### config.mk
export PLATFORM = sky130hd
export DESIGN_NAME = swire_token_tx
export DESIGN_NICKNAME = d
export VERILOG_FILES = /design/src/rtl/swire_tx_pkg.sv /design/src/rtl/swire_seg_timer.sv /design/src/rtl/swire_token_seq.sv /design/src/rtl/swire_frame_ctrl.sv /design/src/rtl/swire_token_tx.sv
export SDC_FILE = /design/constraint.sdc
export NUM_CORES = 1
export LEC_CHECK = 0
export ABC_AREA = 1
export BUFFER_PORTS_ARGS = -buffer_cell sky130_fd_sc_hd__buf_2
export CORE_UTILIZATION = 44
export CTS_CLUSTER_DIAMETER = 150
export DETAILED_ROUTE_END_ITERATION = 6
export PLACE_DENSITY_LB_ADDON = 0.25
export SYNTH_ARGS = -nofsm -noshare
export SYNTH_HDL_FRONTEND = slang
export SYNTH_HIERARCHICAL = 1
export SYNTH_SLANG_ARGS = --single-unit
### constraint.sdc
create_clock -name clk -period 4.05 [get_ports clk]
set_clock_uncertainty 0.2 [all_clocks]
set_input_delay 0.405 -clock clk [delete_from_list [all_inputs] [get_ports clk]]
set_output_delay 0.405 -clock clk [all_outputs]
set_load 0.02 [all_outputs]
### src/rtl/swire_tx_pkg.sv
// Package: shared types and constant helpers for the single-wire token transmitter.
// Assumes: all durations are expressed in system clock cycles.
package swire_tx_pkg;

    // Request encoding at the block's edge (fixed, see R9).
    typedef enum logic [1:0] {
        TK_WAKE = 2'd0,
        TK_ZERO = 2'd1,
        TK_ONE  = 2'd2,
        TK_BYTE = 2'd3
    } tok_kind_e;

    // Segments of one token: leading low, released gap, second low, released tail.
    typedef enum logic [2:0] {
        PH_IDLE   = 3'd0,
        PH_LEAD   = 3'd1,
        PH_GAP    = 3'd2,
        PH_SECOND = 3'd3,
        PH_TAIL   = 3'd4
    } tok_phase_e;

    // Larger of two cycle counts, used to size the segment counter.
    function automatic int unsigned max_of(input int unsigned a, input int unsigned b);
        return (a > b) ? a : b;
    endfunction

endpackage

### src/rtl/swire_seg_timer.sv
// Module: down-counting segment timer.
// Loads a segment length and raises 'last' in the final cycle of that segment.
// Assumes: load_len is never zero; a load in the 'last' cycle chains segments without a gap.
module swire_seg_timer #(
    parameter int CW = 8
) (
    input  logic          clk,
    input  logic          rst_n,
    input  logic          load,
    input  logic [CW-1:0] load_len,
    output logic          running,
    output logic          last
);

    logic [CW-1:0] cnt;

    // Count down the remaining cycles of the current segment.
    always_ff @(posedge clk) begin
        if (!rst_n) begin
            cnt <= '0;
        end else if (load) begin
            cnt <= load_len;
        end else if (cnt != '0) begin
            cnt <= cnt - 1'b1;
        end
    end

    assign running = (cnt != '0);
    assign last    = (cnt == CW'(1));

    // every segment lasts at least one cycle
    zero_len_chk: assert property (@(posedge clk) disable iff (!rst_n)
        load |-> (load_len != '0));

    // the timer is never restarted in the middle of a segment except from its last cycle
    reload_chk: assert property (@(posedge clk) disable iff (!rst_n)
        (load && running) |-> last);

endmodule

### src/rtl/swire_token_seq.sv
// Module: token waveform sequencer.
// Produces the low/released segments of one wake, zero or one token using a segment timer.
// Assumes: 'start' arrives only when idle or in the token's last cycle (tok_end);
//          T_BIT_CYC > T_START_CYC + T_GAP_CYC + T_SECOND_CYC.
module swire_token_seq
    import swire_tx_pkg::*;
#(
    parameter int T_START_CYC   = 217,
    parameter int T_GAP_CYC     = 217,
    parameter int T_SECOND_CYC  = 217,
    parameter int T_BIT_CYC     = 1950,
    parameter int T_WAKE_LO_CYC = 3000,
    parameter int T_WAKE_HI_CYC = 125000,
    parameter int CW            = 17
) (
    input  logic clk,
    input  logic rst_n,
    input  logic start,
    input  logic start_wake,
    input  logic start_bit,
    output logic pull_low,
    output logic tok_end
);

    localparam int ONE_TAIL_CYC  = T_BIT_CYC - T_START_CYC;
    localparam int ZERO_TAIL_CYC = T_BIT_CYC - T_START_CYC - T_GAP_CYC - T_SECOND_CYC;

    tok_phase_e    phase, phase_nxt;
    logic          is_wake;
    logic          bit_val;
    logic          t_load;
    logic [CW-1:0] t_len;
    logic          t_running;
    logic          t_last;

    swire_seg_timer #(.CW(CW)) u_timer (
        .clk      (clk),
        .rst_n    (rst_n),
        .load     (t_load),
        .load_len (t_len),
        .running  (t_running),
        .last     (t_last)
    );

    // Pick the next segment and its length when a token starts or a segment ends.
    always_comb begin
        phase_nxt = phase;
        t_load    = 1'b0;
        t_len     = '0;
        if (start) begin
            phase_nxt = PH_LEAD;
            t_load    = 1'b1;
            t_len     = start_wake ? CW'(T_WAKE_LO_CYC) : CW'(T_START_CYC);
        end else if (t_last) begin
            case (phase)
                PH_LEAD: begin
                    t_load = 1'b1;
                    if (is_wake) begin
                        phase_nxt = PH_TAIL;
                        t_len     = CW'(T_WAKE_HI_CYC);
                    end else if (bit_val) begin
                        phase_nxt = PH_TAIL;
                        t_len     = CW'(ONE_TAIL_CYC);
                    end else begin
                        phase_nxt = PH_GAP;
                        t_len     = CW'(T_GAP_CYC);
                    end
                end
                PH_GAP: begin
                    phase_nxt = PH_SECOND;
                    t_load    = 1'b1;
                    t_len     = CW'(T_SECOND_CYC);
                end
                PH_SECOND: begin
                    phase_nxt = PH_TAIL;
                    t_load    = 1'b1;
                    t_len     = CW'(ZERO_TAIL_CYC);
                end
                PH_TAIL: begin
                    phase_nxt = PH_IDLE;
                end
                default: begin
                    phase_nxt = PH_IDLE;
                end
            endcase
        end
    end

    // Hold the current segment and the attributes of the token in flight.
    always_ff @(posedge clk) begin
        if (!rst_n) begin
            phase   <= PH_IDLE;
            is_wake <= 1'b0;
            bit_val <= 1'b0;
        end else begin
            phase <= phase_nxt;
            if (start) begin
                is_wake <= start_wake;
                bit_val <= start_bit;
            end
        end
    end

    assign pull_low = (phase == PH_LEAD) || (phase == PH_SECOND);
    assign tok_end  = t_last && (phase == PH_TAIL);

    // Length of the current low run, used only by the width check below.
    logic [CW-1:0] low_run;
    always_ff @(posedge clk) begin
        if (!rst_n) begin
            low_run <= '0;
        end else if (pull_low) begin
            low_run <= low_run + 1'b1;
        end else begin
            low_run <= '0;
        end
    end


    low_width_chk: assert property (@(posedge clk) disable iff (!rst_n)
        $fell(pull_low) |-> (low_run == CW'(T_START_CYC) || low_run == CW'(T_SECOND_CYC)
                             || low_run == CW'(T_WAKE_LO_CYC)));


    start_idle_chk: assert property (@(posedge clk) disable iff (!rst_n)
        start |-> (phase == PH_IDLE || tok_end));

    // the sequencer is active exactly while its timer runs
    phase_timer_chk: assert property (@(posedge clk) disable iff (!rst_n)
        (phase != PH_IDLE) |-> t_running);

endmodule

### src/rtl/swire_frame_ctrl.sv
// Module: request and byte framing controller.
// Accepts a request when idle, splits byte requests into bit tokens (LSB first),
// starts each token in the sequencer and reports busy/done.
// Assumes: tok_end is a one-cycle pulse in the last cycle of each token.
module swire_frame_ctrl
    import swire_tx_pkg::*;
#(
    parameter int BYTE_BITS = 8
) (
    input  logic                 clk,
    input  logic                 rst_n,
    input  logic                 req_valid,
    input  logic [1:0]           req_kind,
    input  logic [BYTE_BITS-1:0] req_byte,
    input  logic                 tok_end,
    output logic                 busy,
    output logic                 done,
    output logic                 start,
    output logic                 start_wake,
    output logic                 start_bit
);

    localparam int LW = $clog2(BYTE_BITS + 1);

    logic [BYTE_BITS-1:0] shift_q;
    logic [LW-1:0]        left_q;
    logic                 accept;
    logic                 more;

    assign accept = req_valid && !busy;
    assign more   = tok_end && (left_q != '0);

    // Start a token on acceptance or when a byte still has bits to send.
    always_comb begin
        start      = accept || more;
        start_wake = accept && (req_kind == TK_WAKE);
        if (accept) begin
            case (req_kind)
                TK_ZERO: start_bit = 1'b0;
                TK_ONE:  start_bit = 1'b1;
                TK_BYTE: start_bit = req_byte[0];
                default: start_bit = 1'b0;
            endcase
        end else begin
            start_bit = shift_q[0];
        end
    end

    // Track busy, the remaining bits of a byte and the end-of-request pulse.
    always_ff @(posedge clk) begin
        if (!rst_n) begin
            busy    <= 1'b0;
            done    <= 1'b0;
            shift_q <= '0;
            left_q  <= '0;
        end else begin
            done <= 1'b0;
            if (accept) begin
                busy <= 1'b1;
                if (req_kind == TK_BYTE) begin
                    shift_q <= req_byte >> 1;
                    left_q  <= LW'(BYTE_BITS - 1);
                end else begin
                    shift_q <= '0;
                    left_q  <= '0;
                end
            end else if (more) begin
                shift_q <= shift_q >> 1;
                left_q  <= left_q - 1'b1;
            end else if (tok_end) begin
                busy <= 1'b0;
                done <= 1'b1;
            end
        end
    end


    done_pulse_chk: assert property (@(posedge clk) disable iff (!rst_n)
        done |=> !done);


    done_after_busy_chk: assert property (@(posedge clk) disable iff (!rst_n)
        done |-> $fell(busy));


    busy_rise_chk: assert property (@(posedge clk) disable iff (!rst_n)
        $rose(busy) |-> $past(req_valid));


    byte_left_chk: assert property (@(posedge clk) disable iff (!rst_n)
        tok_end |-> busy);

endmodule

### src/rtl/swire_token_tx.sv
// Module: top of the single-wire pulse token transmitter.
// Wires the framing controller to the token sequencer; pull_low drives an external open-drain pad.
// Assumes: durations are in clock cycles (defaults for 50 MHz) and T_WAKE_HI_CYC stays below
//          the target's idle timeout.
module swire_token_tx
    import swire_tx_pkg::*;
#(
    parameter int T_START_CYC   = 217,
    parameter int T_GAP_CYC     = 217,
    parameter int T_SECOND_CYC  = 217,
    parameter int T_BIT_CYC     = 1950,
    parameter int T_WAKE_LO_CYC = 3000,
    parameter int T_WAKE_HI_CYC = 125000,
    parameter int BYTE_BITS     = 8
) (
    input  logic                 clk,
    input  logic                 rst_n,
    input  logic                 req_valid,
    input  logic [1:0]           req_kind,
    input  logic [BYTE_BITS-1:0] req_byte,
    output logic                 pull_low,
    output logic                 busy,
    output logic                 done
);

    localparam int unsigned MAX_LEN = max_of(max_of(T_BIT_CYC, T_WAKE_LO_CYC), T_WAKE_HI_CYC);
    localparam int          CW      = $clog2(MAX_LEN + 1);

    logic tok_end;
    logic start;
    logic start_wake;
    logic start_bit;

    swire_frame_ctrl #(.BYTE_BITS(BYTE_BITS)) u_frame (
        .clk        (clk),
        .rst_n      (rst_n),
        .req_valid  (req_valid),
        .req_kind   (req_kind),
        .req_byte   (req_byte),
        .tok_end    (tok_end),
        .busy       (busy),
        .done       (done),
        .start      (start),
        .start_wake (start_wake),
        .start_bit  (start_bit)
    );

    swire_token_seq #(
        .T_START_CYC   (T_START_CYC),
        .T_GAP_CYC     (T_GAP_CYC),
        .T_SECOND_CYC  (T_SECOND_CYC),
        .T_BIT_CYC     (T_BIT_CYC),
        .T_WAKE_LO_CYC (T_WAKE_LO_CYC),
        .T_WAKE_HI_CYC (T_WAKE_HI_CYC),
        .CW            (CW)
    ) u_seq (
        .clk        (clk),
        .rst_n      (rst_n),
        .start      (start),
        .start_wake (start_wake),
        .start_bit  (start_bit),
        .pull_low   (pull_low),
        .tok_end    (tok_end)
    );


    idle_release_chk: assert property (@(posedge clk) disable iff (!rst_n)
        !busy |-> !pull_low);


    chain_start_chk: assert property (@(posedge clk) disable iff (!rst_n)
        (done && req_valid) |=> (busy && pull_low));

endmodule

After elaboration in Yosys (flattened, before gate mapping)
Index checks and enable logic that the tools add are counted.
W data, S select, Z words.
{ "totals": {"register_bits": 36, "elab_cells": 66} }
{ "classes": {"n_addsub": 2, "n_eq_ne": 8, "mux": 28, "n_bitwise": 1, "reduce_logical": 18} }
{ "ops": {"columns": ["operator", "count"], "rows": [
  ["$mux W17", 5],
  ["$pmux W17 S3", 1],
  ["$eq A17 B1 Y1 const B", 1],
  ["$reduce_bool A17 Y1", 1],
  ["$sub A17 B1 Y17 const B", 1],
  ["$mux W8", 2],
  ["$mux W12", 1],
  ["$mux W11", 1],
  ["$mux W1", 10],
  ["$mux W3", 3],
  ["$pmux W3 S3", 1],
  ["$mux W4", 2],
  ["$reduce_bool A2 Y1", 4],
  ["$mux W7", 1],
  ["$eq A3 B2 Y1 const B", 2],
  ["$reduce_or A3 Y1", 2],
  ["$eq A2 B2 Y1 const B", 2],
  ["$logic_and A1 B1 Y1", 4],
  ["$reduce_bool A4 Y1", 1],
  ["$sub A4 B1 Y4 const B", 1],
  ["$eq A3 B1 Y1 const B", 1],
  ["$eq A3 B3 Y1 const B", 1],
  ["$logic_not A2 Y1", 1],
  ["$logic_or A1 B1 Y1", 2],
  ["other kinds (6)", 6]
]} }

Logic depth before layout (Yosys ltp)
Gate-level depths: netlist of run 1.
{ "logic_depth": {"depth_word": 6, "ltp_mapped": 20} }

Modules after synthesis
The synthesis of run 1 kept the hierarchy.
{ "by_module_without_submodules": {"columns": ["module", "instances", "cells_each", "area_each_um2", "seq_area_each_um2"], "rows": [
  ["swire_seg_timer", 1, 178, 1148.6, 340.3],
  ["swire_frame_ctrl", 1, 102, 685.7, 260.2],
  ["swire_token_seq", 1, 75, 417.9, 100.1]
]} }

Worst setup path after synthesis of run 1
Ideal clock, no wire load.
{ "synth_timing": {"path_kind": "register to register", "from": "register u_seq.u_timer.cnt[8]", "to": "register u_seq.u_timer.cnt[9]", "t_arrival_ns": 3.226, "required_time_ns": 3.722, "setup_slack_ns": 0.496, "stages_incl_launch_ff": 19, "synth_period_minus_slack_ns": 3.554, "path_cell_list": "dfxtp_1 nor2_2 nand2_2 nor4_1 inv_2 nor4_1 nand2_4 nand2_4 buf_8 inv_2 nand2_1 nand2_1 o21ai_0 buf_2 inv_1 buf_2 or2_2 nand3_1 nor2_1"} }
{ "synth_via": {"elab_chain_len": 6} }
{ "synth_lines": {"columns": ["element", "line", "text"], "rows": [
  ["start, declared", "swire_seg_timer.sv:15", "logic [CW-1:0] cnt;"],
  ["start signal, assigned", "swire_seg_timer.sv:22", "cnt <= load_len;"],
  ["start signal, assigned", "swire_seg_timer.sv:24", "cnt <= cnt - 1'b1;"],
  ["$eq A17 B1 Y1 *", "swire_seg_timer.sv:29", "assign last = (cnt == CW'(1));"],
  ["named net u_seq.t_last", "swire_token_seq.sv:34", "logic t_last;"],
  ["$logic_and A1 B1 Y1 *", "swire_token_seq.sv:105", "assign tok_end = t_last && (phase == PH_TAIL);"],
  ["named net tok_end", "swire_token_tx.sv:29", "logic tok_end;"],
  ["$logic_and A1 B1 Y1 *", "swire_frame_ctrl.sv:31", "assign more = tok_end && (left_q != '0);"],
  ["$logic_or A1 B1 Y1 *", "swire_frame_ctrl.sv:35", "start = accept || more;"],
  ["named net start", "swire_token_tx.sv:30", "logic start;"],
  ["$mux W1 *", "swire_token_seq.sv:50", "if (start) begin"],
  ["named net u_seq.t_load", "swire_token_seq.sv:31", "logic t_load;"],
  ["$mux W17 / $reduce_bool A2 Y1 (equally long branches)", null, null]
]} }
The timed path passes the listed nets; every way through them passes the cells marked *. The select of a mux whose other input is x is not followed.
A chain may end at the register's enable or synchronous reset.

Worst setup path in the final report of run 1
{ "layout_timing": {"from": "register u_seq.u_timer.cnt[12]", "to": "register u_seq.u_timer.cnt[9]"} }
Same word-level chain as after synthesis.

==> results of run 1 <==
## stage by stage
step / util / worst slack (ps)
floorplan: - / 496
global placement: 0.494 / 622
detailed placement: 0.494 / 468
CTS: 0.518 / 443
global route: 0.518 / 143
finish: 0.518 / 436
## power groups by stage
stage               combinational [uW]  sequential, uW  clock, uW
floorplan                          759             495          0
global placement                   913             507          0
detailed placement                 913             509          0
CTS                                927             502        332
global route                      1050             513        343
finish                             924             503        326
## final cells by class
class	instances	area (um2)
Tap cell	67	83.8
Timing Repair Buffer	17	90.1
Inverter	44	165
Multi-Input combinational cell	269	1340
Fill cell	514	2320
Clock buffer	6	82.6
Sequential cell	35	701
Clock inverter	2	35.0
## final timing paths
check                                                        start                                  to  slack [ps]  depth (start not counted)
worst max-delay path            u_seq/u_timer/cnt[12]$_SDFFE_PN0P_   u_seq/u_timer/cnt[9]$_SDFFE_PN0P_         440                         17
worst min-delay path                                   req_byte[7]     u_frame/shift_q[6]$_SDFFE_PN0P_         210                          3
worst max register to register  u_seq/u_timer/cnt[12]$_SDFFE_PN0P_   u_seq/u_timer/cnt[9]$_SDFFE_PN0P_         440                         17
worst min register to register  u_seq/u_timer/cnt[16]$_SDFFE_PN0P_  u_seq/u_timer/cnt[16]$_SDFFE_PN0P_         270                          2
## worst min-delay path, cell delays in order
cell and delay (ps):
sky130_fd_sc_hd__buf_2 100, sky130_fd_sc_hd__nand3_1 80, sky130_fd_sc_hd__a21oi_1 60
## sequential cells by signal (all words and copies together), names as in the netlist
name               flops
u_frame/left_q         4
u_frame/busy           1
u_seq/phase            3
u_seq/is_wake          1
u_seq/u_timer/cnt     17
u_frame/shift_q        7
u_frame/done           1
u_seq/bit_val          1
## cells by family after synthesis
group	synth area share
and+or+nand+nor	0.446
buffers and inverters	0.0944
AOI/OAI and AO/OA	0.107
DFF	0.311
xor gates and xnor gates	0.0233
adders and majority gates	0.0167
other	0.00167
## per-layer routing
metal | track usage | wire [um] | up-vias
met1 | 0.269 | 2490 | 931
met4 | 0.109 | 149 | 0
met5 | 0 | 0 | -
met2 | 0.323 | 2210 | 48
li1 | - | - | 1142
met3 | 0.0480 | 205 | 14
## cells in the final DEF (no fill, tap or decap), drive strengths merged
cell    netlist  final
nand3b        1      1
a21oi        16     16
xnor2         1      1
buf           5     17
ha            3      3
nand2       103    103
nand4         2      2
nor2         74     74
nor3          2      2
dfxtp        35     35
xor2          5      5
a21boi        2      2
nand3        27     27
conb          1      1
o21ai        26     26
or2           1      1
clkinv        0      1
nor4          3      3
clkbuf        2      6
a22oi         1      1
and2          1      1
inv          44     44
bufinv        0      1
==> run summary, run 1 <==
The tools report the number of buffers on the longest clock path as 2. The synthesized area per cell was 6.34 um2; the estimated wirelength of the detail-placed design was 3.77 mm. The tools report the total setup buffers inserted after CTS as 0. The routed length per instance is 11.5 um. The type of the worst setup path was reg -> reg.

Summed over all nets, the switching power comes to 805 uW. The clock input transition at the sequential cells of the worst setup and hold paths was 80 ps; the routed via count was 2135. The H-tree was split into 2 levels. The layout cell share with drive strength beyond 1 was 0.158.

Adding up every negative setup slack in the final design gives 0 ps. The die area came out at 0.00541 mm2. Cell at the slowest stage of the critical path: sky130_fd_sc_hd__nor4_1.

For the final cell count without fillers, the log shows 440. The tree is rooted in a sky130_fd_sc_hd__clkbuf_8. The post-synthesis cell type with the largest combined area is sky130_fd_sc_hd__dfxtp_1.

The core box area was 0.00482 mm2. The count of nets after finishing is 388. The worst setup path is captured at a register. For this design the top-level I/O count stands at 16. The headroom to the max-slew limit is 0.587, and the total of max-cap violations is 0.

The combinational share of power was 0.527. TritonCTS created 5 clock buffers. The async set-reset flop share out of synthesis works out to 0. Entering global routing, the biggest net connects 21 pins.

The run gives 0.209 as the total routing usage reported by global routing. The count of buffer and inverter cells on the critical path was 5; the number of hold buffers added after CTS was 0. The cell family contributing the most delay on the critical path is simple AND/OR/NAND/NOR gates. The run gives 277 uV as the maximum resistive drop on vdd.

The shortest clock period the worst path allows after layout was 3610 ps. The total power per unit cell area is 702 mW/mm2. For the initial antenna violation count, the log shows 0. The first global-routing pass estimated 8.63 mm of wire. In this run the worst path has a maximum fanout of 20. For the final-report max-slew violation count, the log shows 0. Number of enable flip-flop cells after synthesis: 0. The worst hold slack across all endpoints was 209 ps; the hold violation total from the final report was 0.

Once placement completed, the tool counted placed cells totaling 432. Internal power comes to 948 uW. The actual transition at the worst max-transition pin is 614 ps, and the maximum achievable frequency is 0.277 GHz. The fraction of post-synthesis cell area in the top cell type by area works out to 0.311. The mapped netlist covers 0.00225 mm2. TritonCTS built the clock tree. The count of buffers from port buffering was 15; the post-route antenna net violation count was 0. Traced cell by cell, the critical path runs through nor2_1, nand2_1, nor4_1, buf_4, inv_2, nor4_1, nand2_4, nand2_4, inv_2, nand2_1, nand2_1, o21ai_0, buf_4, inv_1, or2_2, nand3_1, nor2_1. The largest single stage delay on the critical path is 470 ps. The die is 73.5 um tall.

The run gives 1996 as the number of global-route vias before repair. The most numerous cell type found on the critical path is sky130_fd_sc_hd__nand2_1. By instance count, the leading cell after synthesis is sky130_fd_sc_hd__nand2_1.

Initial DRC count: 107. The count of mapped cells out of synthesis is 355. In this run the static leakage power is 0.00125 uW. By count the netlist is led by sky130_fd_sc_hd__nand2_1 (92), sky130_fd_sc_hd__nor2_1 (64), sky130_fd_sc_hd__inv_1 (36), sky130_fd_sc_hd__dfxtp_1 (35), sky130_fd_sc_hd__nand3_1 (26). The logs give 0.468 for the starting density of the core and 3580 ps for the critical path data arrival time.

In this run the worst hold path is classified as in -> reg. By area the synthesized netlist is led by sky130_fd_sc_hd__dfxtp_1 (31%), sky130_fd_sc_hd__nand2_1 (15%), sky130_fd_sc_hd__nor2_1 (11%), sky130_fd_sc_hd__inv_1 (6.0%), sky130_fd_sc_hd__nand3_1 (5.8%). From left edge to right edge, the die measures 73.5 um.

Setup repair after global routing left no endpoint under its margin. The number of clock sinks is 35. Setup violations remaining at the end of the flow were counted as 0. The tools report the count of cell types in the netlist as 34.

The flow ran to the end, and the final reports show no timing, DRC or antenna violations. The flip-flop cell with the highest count after synthesis is sky130_fd_sc_hd__dfxtp_1. The tools report the number of gates given a new drive strength after cts as 0. Remaining global-route overflow: 0. Clock insertion delay at the later pin of the skew report: 290 ps. Counting every net in the synthesized netlist gives 371.

The total chip power is 1750 uW, and the cell area after placement is 0.00238 mm2. The number of flip-flops and latches in the synthesized netlist is 35. The logs give 0.287 for the sequential power share and 0.186 for the proportion of power drawn by the clock network. For this run, the number of Yosys warnings is 6. After detailed routing, the total wire length is 5.05 mm. The detail-routed via count per cell is 4.85, and the total DRC errors in the routed layout is 0. For the number of cell rows, the log shows 25.

The data required time of the worst path was 4020 ps. The tools report the nature of the critical path startpoint as a register. 0 antenna diodes ended up in the layout.

The proportion of total power due to net switching is 0.459. The number of detailed-route iterations in the first pass is 4, and the fraction of the cycle the final worst path needs is 0.892. The logs give 0.00250 mm2 for the post-route standard cell area excluding fillers and 0.311 for the sequential element share of the synthesized area. The last weighted congestion value of the routability-driven placer is 0.888, and the relative area change from synthesis to final layout is 10.8%.
(Power assumes the default switching activity.)
==> run 2: changes to the inputs <==
--- a/config.mk
+++ b/config.mk
@@ -6,11 +6,12 @@
 export NUM_CORES = 1
 export LEC_CHECK = 0
 export ABC_AREA = 1
-export BUFFER_PORTS_ARGS = -buffer_cell sky130_fd_sc_hd__buf_2
 export CORE_UTILIZATION = 44
 export CTS_CLUSTER_DIAMETER = 150
 export DETAILED_ROUTE_END_ITERATION = 6
+export DONT_BUFFER_PORTS = 1
 export PLACE_DENSITY_LB_ADDON = 0.25
+export SKIP_CTS_REPAIR_TIMING = 1
 export SYNTH_ARGS = -nofsm -noshare
 export SYNTH_HDL_FRONTEND = slang
 export SYNTH_HIERARCHICAL = 1
==> run 2 against run 1 <==
Compared with the run above:
- highest routed layer unchanged
- maximum frequency down 1.8%
- sequential share of layout area up 1.2 points
- critical path depth unchanged
- via count down 1.7%
- sequential power about the same
- critical endpoint unchanged
- critical path type unchanged
==> run summary, run 2 (same netlist as run 1, synthesis figures left out) <==
The run gives 5.03 mm (-0.38%) as the overall routed net length. The largest fanout on the critical path was 20 (unchanged). The logs give 0 (unchanged) for the initial antenna violation count and 0.859 (-3.3%) for the last weighted congestion value of the routability-driven placer. The logs give 0.00482 mm2 (unchanged) for the core box area and 0.219 (+0.0105) for the total routing usage reported by global routing. The H-tree level count was 2 (unchanged); the number of antenna cells inserted was 0 (unchanged). The count of nets after finishing was 373 (-3.9%). The global-route wire length before repair was 8.93 mm (+3.4%). For the worst hold slack across all endpoints, the log shows 16.1 ps (-193 ps).

Most common cell after layout, fill and taps aside: sky130_fd_sc_hd__nand2_1. The tools report the number of global-route vias before repair as 1963 (-1.7%). The remaining global-route overflow came out at 0 (unchanged). The number of setup violations in the final report is 0 (unchanged).

The leakage dissipation was 0.00116 uW (-6.7%). The largest registers in the layout are u_seq/u_timer/cnt (17), u_frame/shift_q (7), u_frame/left_q (4). The filler cell count was 504 (-1.9%); the number of clock sinks was 35 (unchanged).

The critical path endpoint category is a register. Routed via count: 2099 (-1.7%). The run gives 0 ps (unchanged) as the accumulated negative setup slack. The logs give 4010 ps (about the same) for the data required time of the worst path and 0 (unchanged) for the hold violation total from the final report. The relative area change from synthesis to final layout works out to 6.22%.

The clock tree root buffer cell was sky130_fd_sc_hd__clkbuf_8. The overall die height is 73.5 um (unchanged), and the maximum resistive drop on vdd is 219 uV (-21%). Counting flops per register, the top entry is u_seq/u_timer/cnt. The worst setup path is of the reg -> reg kind. The number of cell rows was 25 (unchanged); the estimated wirelength of the detail-placed design was 3.72 mm (-1.2%). The starting density of the core is 0.468 (unchanged).

The top cell types in the final layout, fill and taps aside, are sky130_fd_sc_hd__nand2_1 (92), sky130_fd_sc_hd__nor2_1 (64), sky130_fd_sc_hd__inv_1 (36), sky130_fd_sc_hd__dfxtp_1 (35), sky130_fd_sc_hd__nand3_1 (26). The final-report max-slew violation count came out at 0 (unchanged). Critical path data arrival time: 3640 ps (+60 ps). TritonCTS built the clock tree. The pin count of the biggest net entering global routing was 21 (unchanged); the number of flip-flops under the largest register name was 17 (unchanged).

The count of buffers from port buffering is 0 (-15), and the actual transition at the worst max-transition pin is 614 ps (+0.0727 ps). Number of buffers added by the clock tree synthesis step: 5 (unchanged). Number of I/O pins: 16 (unchanged). The clock input transition at the sequential cells of the worst setup and hold paths is 70 ps (about the same). The worst setup path is launched from a register. The run finished with clean final reports. The total DRC errors in the routed layout was 0 (unchanged). The routed length per instance was 11.8 um (+3.1%); the headroom to the max-slew limit was 0.587 (about the same).

The shortest clock period the worst path allows after layout is 3680 ps (+65.7 ps), and the number of buffers on the longest clock path is 2 (unchanged). The total power per unit cell area was 698 mW/mm2 (-0.60%); the post-route antenna net violation count was 0 (unchanged). The maximum achievable frequency is 0.272 GHz (-1.8%). The detail-routed via count per cell came out at 4.94 (+1.8%).

The layout cell share with drive strength beyond 1 is 0.123 (-0.0353). Die area: 0.00541 mm2 (unchanged). The logs give 370 ps (-70 ps) for the register-to-register setup slack and 300 ps (about the same) for the clock insertion delay at the later pin of the skew report.

Setup repair after global routing left no endpoint under its margin. The tools report the number of detailed-route iterations in the first pass as 4 (unchanged). Fraction of the cycle the final worst path needs: 0.908 (+0.0162). The horizontal extent of the die came out at 73.5 um (unchanged). Type of the most critical hold path: in -> reg. The total of max-cap violations was 0 (unchanged); the initial DRC count was 157 (+47%).
[run 2: cell types whose count changed in the layout (fill, tap and decap cells not counted)]
cell and delta:
sky130_fd_sc_hd__buf_2 -15, sky130_fd_sc_hd__bufinv_16 -1, sky130_fd_sc_hd__clkbuf_8 -1, sky130_fd_sc_hd__clkinvlp_4 +2
[run 2: cell type report]
cell class / instances / area (um2) / share of cell area
multi-input cells: 269 / 1340 / 0.560
inverters: 44 / 165 / 0.0690
clock buffers: 5 / 68.8 / 0.0288
flip-flops and latches: 35 / 701 / 0.293
clock inverters: 3 / 20.0 / 0.00837
repair buffers: 2 / 15.0 / 0.00628
well taps: 67 / 83.8 / 0.0350
[run 2: worst max-delay path: stages, from the launching register on]
cell and delay (ps):
sky130_fd_sc_hd__dfxtp_1 350, sky130_fd_sc_hd__nor2_1 200, sky130_fd_sc_hd__nand2_2 120, sky130_fd_sc_hd__nor4_1 270, sky130_fd_sc_hd__buf_4 190, sky130_fd_sc_hd__inv_2 70, sky130_fd_sc_hd__nor4_1 470, sky130_fd_sc_hd__nand2_4 100
sky130_fd_sc_hd__nand2_4 210, sky130_fd_sc_hd__inv_2 100, sky130_fd_sc_hd__nand2_1 110, sky130_fd_sc_hd__nand2_1 100, sky130_fd_sc_hd__o21ai_0 90, sky130_fd_sc_hd__buf_4 220, sky130_fd_sc_hd__inv_1 250, sky130_fd_sc_hd__or2_2 350
sky130_fd_sc_hd__nand3_1 80, sky130_fd_sc_hd__nor2_1 40
[run 2: path summary, 6_finish.rpt]
check                                                           to                                from  cells after the start
worst min register to register  u_seq/u_timer/cnt[16]$_SDFFE_PN0P_  u_seq/u_timer/cnt[16]$_SDFFE_PN0P_                      2
worst max register to register   u_seq/u_timer/cnt[9]$_SDFFE_PN0P_  u_seq/u_timer/cnt[11]$_SDFFE_PN0P_                     17
worst min-delay path                   u_seq/phase[0]$_SDFFE_PN0P_                               rst_n                      2
worst max-delay path             u_seq/u_timer/cnt[9]$_SDFFE_PN0P_  u_seq/u_timer/cnt[11]$_SDFFE_PN0P_                     17
[run 2: per-layer routing]
layer,vias to the layer above,share of wire,global-route usage
li1,1117,-,-
met1,927,0.49,0.287
met2,47,0.46,0.343
met3,8,0.039,0.0439
met4,0,0.019,0.109
met5,-,0,0
[run 2: stage by stage]
step	util	cell area (um2)	cells	setup slack (ps)	total power (uW)
after floorplan	-	2250	355	496	1250
after global placement	0.478	2300	417	567	1410
after detailed placement	0.478	2300	417	452	1410
after CTS	0.497	2390	425	420	1670
after global routing	0.497	2390	425	78.8	1840
final	0.497	2390	425	371	1670
[run 2: report_power, final]
part | internal, uW | leakage [uW] | switching [uW]
Sequential | 426 | 0.000288 | 78.6
Combinational | 317 | 0.000835 | 592
Clock | 120 | 0.0000402 | 136
